[src/rtl/gpio_port_pkg.sv]
package gpio_port_pkg;
  localparam int unsigned GP_PINS   = 8;
  localparam int unsigned GP_ADDR_W = 12;
  localparam int unsigned GP_DATA_W = 32;

  // byte offsets of the configuration registers
  localparam logic [GP_ADDR_W-1:0] OFS_DIR = 12'h400;
  localparam logic [GP_ADDR_W-1:0] OFS_ALT = 12'h420;
  localparam logic [GP_ADDR_W-1:0] OFS_DEN = 12'h51C;

  // first address bit used as a data mask
  localparam int unsigned MASK_LSB = 2;

  typedef enum logic [2:0] {
    SEL_NONE = 3'd0,
    SEL_DATA = 3'd1,
    SEL_DIR  = 3'd2,
    SEL_ALT  = 3'd3,
    SEL_DEN  = 3'd4
  } reg_sel_e;
endpackage

[src/rtl/gpio_port_sync.sv]
module gpio_port_sync #(
  parameter int unsigned WIDTH  = 8,
  parameter int unsigned STAGES = 2
) (
  input  logic             clk_i,
  input  logic             rst_ni,
  input  logic [WIDTH-1:0] async_i,
  output logic [WIDTH-1:0] sync_o
);
  logic [WIDTH-1:0] stage_q [STAGES];

  generate
    for (genvar s = 0; s < STAGES; s++) begin : g_stage
      if (s == 0) begin : g_first
        always_ff @(posedge clk_i or negedge rst_ni) begin
          if (!rst_ni) stage_q[s] <= '0;
          else         stage_q[s] <= async_i;
        end
      end else begin : g_next
        always_ff @(posedge clk_i or negedge rst_ni) begin
          if (!rst_ni) stage_q[s] <= '0;
          else         stage_q[s] <= stage_q[s-1];
        end
      end
    end
  endgenerate

  assign sync_o = stage_q[STAGES-1];
endmodule

[src/rtl/gpio_port_regs.sv]
module gpio_port_regs
  import gpio_port_pkg::*;
#(
  parameter int unsigned N_PINS = GP_PINS,
  parameter int unsigned ADDR_W = GP_ADDR_W,
  parameter int unsigned DATA_W = GP_DATA_W
) (
  input  logic              clk_i,
  input  logic              rst_ni,
  input  logic              bus_valid_i,
  input  logic              bus_write_i,
  input  logic [ADDR_W-1:0] bus_addr_i,
  input  logic [DATA_W-1:0] bus_wdata_i,
  output logic [DATA_W-1:0] bus_rdata_o,
  input  logic [N_PINS-1:0] pin_lvl_i,
  output logic [N_PINS-1:0] data_o,
  output logic [N_PINS-1:0] dir_o,
  output logic [N_PINS-1:0] alt_o,
  output logic [N_PINS-1:0] den_o
);
  localparam int unsigned MASK_MSB = MASK_LSB + N_PINS - 1;
  localparam int unsigned WORD_LSB = MASK_LSB;

  logic [N_PINS-1:0] data_q, dir_q, alt_q, den_q;
  logic [DATA_W-1:0] rdata_q;
  logic [N_PINS-1:0] mask;
  logic [N_PINS-1:0] wbits;
  logic [N_PINS-1:0] data_view;
  logic [N_PINS-1:0] rd_bits;
  logic              in_window;
  logic              wr_req, rd_req;
  reg_sel_e          sel;

  assign mask      = bus_addr_i[MASK_MSB:MASK_LSB];
  assign wbits     = bus_wdata_i[N_PINS-1:0];
  assign in_window = (bus_addr_i[ADDR_W-1:MASK_MSB+1] == '0);
  assign wr_req    = bus_valid_i &  bus_write_i;
  assign rd_req    = bus_valid_i & ~bus_write_i;

  always_comb begin
    sel = SEL_NONE;
    if (in_window)
      sel = SEL_DATA;
    else if (bus_addr_i[ADDR_W-1:WORD_LSB] == OFS_DIR[ADDR_W-1:WORD_LSB])
      sel = SEL_DIR;
    else if (bus_addr_i[ADDR_W-1:WORD_LSB] == OFS_ALT[ADDR_W-1:WORD_LSB])
      sel = SEL_ALT;
    else if (bus_addr_i[ADDR_W-1:WORD_LSB] == OFS_DEN[ADDR_W-1:WORD_LSB])
      sel = SEL_DEN;
  end

  // output pins report the stored bit, input pins the sampled level
  assign data_view = (dir_q & data_q) | (~dir_q & pin_lvl_i);

  always_comb begin
    unique case (sel)
      SEL_DATA: rd_bits = data_view & mask;
      SEL_DIR:  rd_bits = dir_q;
      SEL_ALT:  rd_bits = alt_q;
      SEL_DEN:  rd_bits = den_q;
      default:  rd_bits = '0;
    endcase
  end

  always_ff @(posedge clk_i or negedge rst_ni) begin
    if (!rst_ni) begin
      data_q <= '0;
      dir_q  <= '0;
      alt_q  <= '0;
      den_q  <= '0;
    end else if (wr_req) begin
      unique case (sel)
        SEL_DATA: data_q <= (data_q & ~mask) | (wbits & mask);
        SEL_DIR:  dir_q  <= wbits;
        SEL_ALT:  alt_q  <= wbits;
        SEL_DEN:  den_q  <= wbits;
        default:  ;
      endcase
    end
  end

  always_ff @(posedge clk_i or negedge rst_ni) begin
    if (!rst_ni)     rdata_q <= '0;
    else if (rd_req) rdata_q <= DATA_W'(rd_bits);
    else             rdata_q <= '0;
  end

  assign bus_rdata_o = rdata_q;
  assign data_o      = data_q;
  assign dir_o       = dir_q;
  assign alt_o       = alt_q;
  assign den_o       = den_q;

  a_r2_unmasked_hold: assert property (@(posedge clk_i) disable iff (!rst_ni)
    (wr_req && in_window) |=> (((data_q ^ $past(data_q)) & ~$past(mask)) == '0));

  a_r2_masked_take: assert property (@(posedge clk_i) disable iff (!rst_ni)
    (wr_req && in_window) |=> ((data_q & $past(mask)) == ($past(wbits) & $past(mask))));

  a_r4_idle_zero: assert property (@(posedge clk_i) disable iff (!rst_ni)
    !rd_req |=> (bus_rdata_o == '0));

  a_r10_dir_next_edge: assert property (@(posedge clk_i) disable iff (!rst_ni)
    (wr_req && bus_addr_i[ADDR_W-1:WORD_LSB] == OFS_DIR[ADDR_W-1:WORD_LSB])
      |=> (dir_q == $past(wbits)));

  a_r9_stray_write: assert property (@(posedge clk_i) disable iff (!rst_ni)
    (wr_req && sel == SEL_NONE)
      |=> ($stable(data_q) && $stable(dir_q) && $stable(alt_q) && $stable(den_q)));
endmodule

[src/rtl/gpio_port_pin_mux.sv]
module gpio_port_pin_mux #(
  parameter int unsigned N_PINS = 8
) (
  input  logic [N_PINS-1:0] data_i,
  input  logic [N_PINS-1:0] dir_i,
  input  logic [N_PINS-1:0] alt_i,
  input  logic [N_PINS-1:0] den_i,
  input  logic [N_PINS-1:0] sync_i,
  input  logic [N_PINS-1:0] periph_out_i,
  input  logic [N_PINS-1:0] periph_oe_i,
  output logic [N_PINS-1:0] pad_out_o,
  output logic [N_PINS-1:0] pad_oe_o,
  output logic [N_PINS-1:0] lvl_o
);
  generate
    for (genvar p = 0; p < N_PINS; p++) begin : g_pin
      logic src_out, src_oe;
      assign src_out      = alt_i[p] ? periph_out_i[p] : data_i[p];
      assign src_oe       = alt_i[p] ? periph_oe_i[p]  : dir_i[p];
      assign pad_out_o[p] = den_i[p] & src_out;
      assign pad_oe_o[p]  = den_i[p] & src_oe;
      assign lvl_o[p]     = den_i[p] & sync_i[p];
    end
  endgenerate
endmodule

[src/rtl/gpio_port.sv]
module gpio_port
  import gpio_port_pkg::*;
#(
  parameter int unsigned N_PINS = GP_PINS,
  parameter int unsigned ADDR_W = GP_ADDR_W,
  parameter int unsigned DATA_W = GP_DATA_W,
  parameter int unsigned SYNC_STAGES = 2
) (
  input  logic              clk_i,
  input  logic              rst_ni,
  input  logic              bus_valid_i,
  input  logic              bus_write_i,
  input  logic [ADDR_W-1:0] bus_addr_i,
  input  logic [DATA_W-1:0] bus_wdata_i,
  output logic [DATA_W-1:0] bus_rdata_o,
  input  logic [N_PINS-1:0] pad_in_i,
  output logic [N_PINS-1:0] pad_out_o,
  output logic [N_PINS-1:0] pad_oe_o,
  input  logic [N_PINS-1:0] periph_out_i,
  input  logic [N_PINS-1:0] periph_oe_i,
  output logic [N_PINS-1:0] periph_in_o
);
  logic [N_PINS-1:0] sync_lvl, gated_lvl;
  logic [N_PINS-1:0] data_r, dir_r, alt_r, den_r;

  gpio_port_sync #(.WIDTH(N_PINS), .STAGES(SYNC_STAGES)) u_sync (
    .clk_i   (clk_i),
    .rst_ni  (rst_ni),
    .async_i (pad_in_i),
    .sync_o  (sync_lvl)
  );

  gpio_port_regs #(.N_PINS(N_PINS), .ADDR_W(ADDR_W), .DATA_W(DATA_W)) u_regs (
    .clk_i       (clk_i),
    .rst_ni      (rst_ni),
    .bus_valid_i (bus_valid_i),
    .bus_write_i (bus_write_i),
    .bus_addr_i  (bus_addr_i),
    .bus_wdata_i (bus_wdata_i),
    .bus_rdata_o (bus_rdata_o),
    .pin_lvl_i   (gated_lvl),
    .data_o      (data_r),
    .dir_o       (dir_r),
    .alt_o       (alt_r),
    .den_o       (den_r)
  );

  gpio_port_pin_mux #(.N_PINS(N_PINS)) u_mux (
    .data_i       (data_r),
    .dir_i        (dir_r),
    .alt_i        (alt_r),
    .den_i        (den_r),
    .sync_i       (sync_lvl),
    .periph_out_i (periph_out_i),
    .periph_oe_i  (periph_oe_i),
    .pad_out_o    (pad_out_o),
    .pad_oe_o     (pad_oe_o),
    .lvl_o        (gated_lvl)
  );

  assign periph_in_o = gated_lvl;

  a_r7_oe_needs_den: assert property (@(posedge clk_i) disable iff (!rst_ni)
    ((pad_oe_o | pad_out_o) & ~den_r) == '0);

  a_r6_alt_follows_periph: assert property (@(posedge clk_i) disable iff (!rst_ni)
    (((pad_out_o ^ periph_out_i) | (pad_oe_o ^ periph_oe_i)) & alt_r & den_r) == '0);

  a_r11_sw_drives_data: assert property (@(posedge clk_i) disable iff (!rst_ni)
    ((pad_out_o ^ data_r) & ~alt_r & den_r) == '0);
endmodule

[config.mk]
export PLATFORM = sky130hd
export DESIGN_NAME = gpio_port
export DESIGN_NICKNAME = d
export VERILOG_FILES = /design/src/rtl/gpio_port_pkg.sv /design/src/rtl/gpio_port_sync.sv /design/src/rtl/gpio_port_regs.sv /design/src/rtl/gpio_port_pin_mux.sv /design/src/rtl/gpio_port.sv
export SDC_FILE = /design/constraint.sdc
export NUM_CORES = 1
export LEC_CHECK = 0
export ABC_AREA = 1
export BUFFER_PORTS_ARGS = -buffer_cell sky130_fd_sc_hd__buf_2
export CAP_MARGIN = 20
export CORE_AREA = 2 2 111 113
export CTS_BUF_LIST = sky130_fd_sc_hd__clkbuf_2
export CTS_CLUSTER_DIAMETER = 200
export CTS_CLUSTER_SIZE = 16
export DETAILED_ROUTE_END_ITERATION = 8
export DIE_AREA = 0 0 113 115
export SYNTH_ARGS = -nofsm -noshare
export SYNTH_HDL_FRONTEND = slang
export SYNTH_SLANG_ARGS = --single-unit
[constraint.sdc]
create_clock -name clk_i -period 1.4 [get_ports clk_i]
set_clock_uncertainty 0.15 [all_clocks]
set_input_delay 0.42 -clock clk_i [delete_from_list [all_inputs] [get_ports clk_i]]
set_output_delay 0.42 -clock clk_i [all_outputs]
set_load 0.02 [all_outputs]
==> results.json <==
{
  "synth_ff_type": "dfrtp_1",
  "max_cap_violations": 0,
  "grt_pass1_wl_um": 13100,
  "dieArea_um2": 13000,
  "rows": 40,
  "grt_pass1_vias": 2779,
  "final_max_slew_viol_count": 0,
  "cts_made_buffers": 5,
  "start_kind": "flop",
  "fin_util_pct": 38.4,
  "antenna_found_initial": 0,
  "synthTopCellsByArea": "dfrtp_1, nand2_1, o21ai_0, buf_4, nor2_1",
  "setup_viol": 32,
  "cts_tree": "built",
  "grt.total_usage_pct": 12.6,
  "worstSetupStartpoint": "u_regs.alt_o[7]",
  "worst-endpoint-required_ns": 0.83,
  "rsz0062_at_grt": "true",
  "ant_nets": 0,
  "htreeDepth": 2,
  "diodes": 0,
  "wl_um": 8230,
  "crit_type": "reg2out",
  "start_util_pct": 24.6,
  "hp-start": "bus_wdata_i[2]",
  "drc": 11,
  "finish.instance_area_um2": 4540,
  "hold_violations": 0,
  "clockBufferDepth": 2,
  "nets": 611,
  "crit_path_cell_trace": "inv_2 > o21ai_2 > a21oi_2 > buf_4",
  "pre_cts_slack_ns": -0.343,
  "vias": 2910,
  "worstHoldPathCells": 3,
  "viasPerCell": 4.24,
  "clock_sinks": 56,
  "syn_area_per_cell_um2": 8.12,
  "end_kind": "output port",
  "drive_gt1_share_pct": 45.9,
  "drt_iter0_drc": 95,
  "dp_hpwl_um": 6170,
  "powerDensity_nw_per_um2": 658,
  "fin_ws_ns": -0.504,
  "grt_max_degree": 57,
  "violations": "DRC, setup timing",
  "hold_class": "in2reg",
  "max_freq_mhz": 525,
  "synth_commonest_cells": "nand2_1, dfrtp_1, nor2_1, inv_1, o21ai_0",
  "max_stage_delay_ns": 0.45,
  "synth-edff-count": 0,
  "gp_congestion": 0.854,
  "crit_slowest_cell": "dfrtp_1",
  "hold_end": "u_regs.alt_o[2]",
  "crit_path_max_fanout": 5,
  "dieHeight_um": 115,
  "ys_warn_count": 0,
  "crit_arrival_ns": 1.33,
  "first_pass_iters": 7,
  "insertion_delay_ns": 0.44,
  "synth_cell_types": 22,
  "wl_per_cell_um": 12.0,
  "r2r_slack_ns": 0.04,
  "synth_largest_area_cell": "dfrtp_1",
  "synth_top_area_share_pct": 48.2,
  "p_leak_uw": 0.00240,
  "peakVddDrop_mv": 0.380,
  "synth.most_common_cell": "nand2_1",
  "ys_ff_latch": 56,
  "clkTransAtPathRegs_ns": 0.27,
  "syn_inst": 358,
  "setup_tns_ns": -11.98,
  "synthArstFlopShare_pct": 100,
  "io_buffers": 77,
  "synth_area_um2": 2910,
  "ios": 128,
  "die_x_um": 113,
  "worstRegToRegCells": 7,
  "fin_crit_sh_pct": 136,
  "cts_root_buffer": "clkbuf_2",
  "grt_overflow": 0,
  "r2r_start": "u_regs.den_o[4]",
  "coreArea_um2": 11800,
  "worst_hold_slack_ns": 0.0344,
  "fill_cells": 1212,
  "synthToLayoutAreaGrowth_pct": 56.0,
  "fin_crit_ns": 1.90,
  "ys_seq_area_share_pct": 48.2,
  "status": "finished, violations left",
  "postPlaceCellArea_um2": 3930,
  "crit-reg2reg-capture": "u_regs.bus_rdata_o[4]"
}
-- what timing repair did --
item,4_1_cts,5_1_grt
hold buffers,9,0
gates cloned,0,0
pin swaps,19,18
endpoints found under the hold margin,64,0
resized for setup,81,30
buffers inserted,34,8
setup endpoints to repair,32,38
-- how the worst max path moves through the flow --
stage / to / slack (ns) / depth (start not counted)
2_1_floorplan: u_regs.alt_o[7] / -0.17 / 7
3_3_place_gp: u_regs.bus_rdata_o[4] / -0.33 / 9
3_5_place_dp: u_regs.bus_rdata_o[4] / -0.34 / 9
4_1_cts: pad_out_o[7] / -0.55 / 4
5_1_grt: pad_out_o[1] / -0.61 / 4
6_report: pad_out_o[7] / -0.50 / 4
-- per-stage QoR --
stage / total power (uW) / std cells
after floorplan: 2060 / 381
after global placement: 2260 / 637
after detailed placement: 2270 / 637
after CTS: 2980 / 688
after global routing: 3120 / 687
final: 2980 / 687
-- report_power, final --
part / internal, uW / total, uW / switching (uW)
clock network: 133 / 634 / 501
registers: 1700 / 1750 / 50.3
logic: 260 / 595 / 335
-- placed cells by master, fill, tap and decap left out, drive strengths merged, types with 7 or more instances in the layout --
| cell type | n |
|---|---|
| buf | 170 |
| nand2 | 78 |
| dfrtp | 56 |
| nor2 | 55 |
| o21ai | 48 |
| inv | 41 |
| nand3 | 26 |
| conb | 24 |
| a21oi | 17 |
| dlygate4sd3 | 9 |
| nand4 | 8 |
| clkbuf | 7 |
-- critical path, delay by kind of cell, from the launching register on --
family | cells | cell delay (ns)
buf+inv | 2 | 0.27
compound gates | 2 | 0.17
flops | 1 | 0.45
-- metal layers --
layer	GRT usage (%)	part of all wire [%]	wire [um]
met1	15.9	44	3600
met2	21.6	49	4010
met3	2.32	5.8	476
met4	4.55	1.8	144
met5	0	0	0
-- cell type report --
cell class                      count  area, um^2  share of cell area [%]
Tap cell                          147         184                    4.05
Sequential cell                    56        1410                    31.0
Clock buffer                        7        35.0                   0.772
Inverter                           41         176                    3.89
Clock inverter                      1        3.75                  0.0827
Timing Repair Buffer              179        1380                    30.4
Multi-Input combinational cell    256        1350                    29.8
-- logic make-up after synthesis --
| kind of cell | after synthesis | synth area share (%) |
|---|---|---|
| AO/OA/AOI/OAI | 65 | 11.4 |
| flip-flops | 56 | 48.2 |
| buffers and inverters | 69 | 12.9 |
| other | 1 | 0.129 |
| AND/OR/NAND/NOR | 167 | 27.3 |
Power figures use the tool's default switching activity.
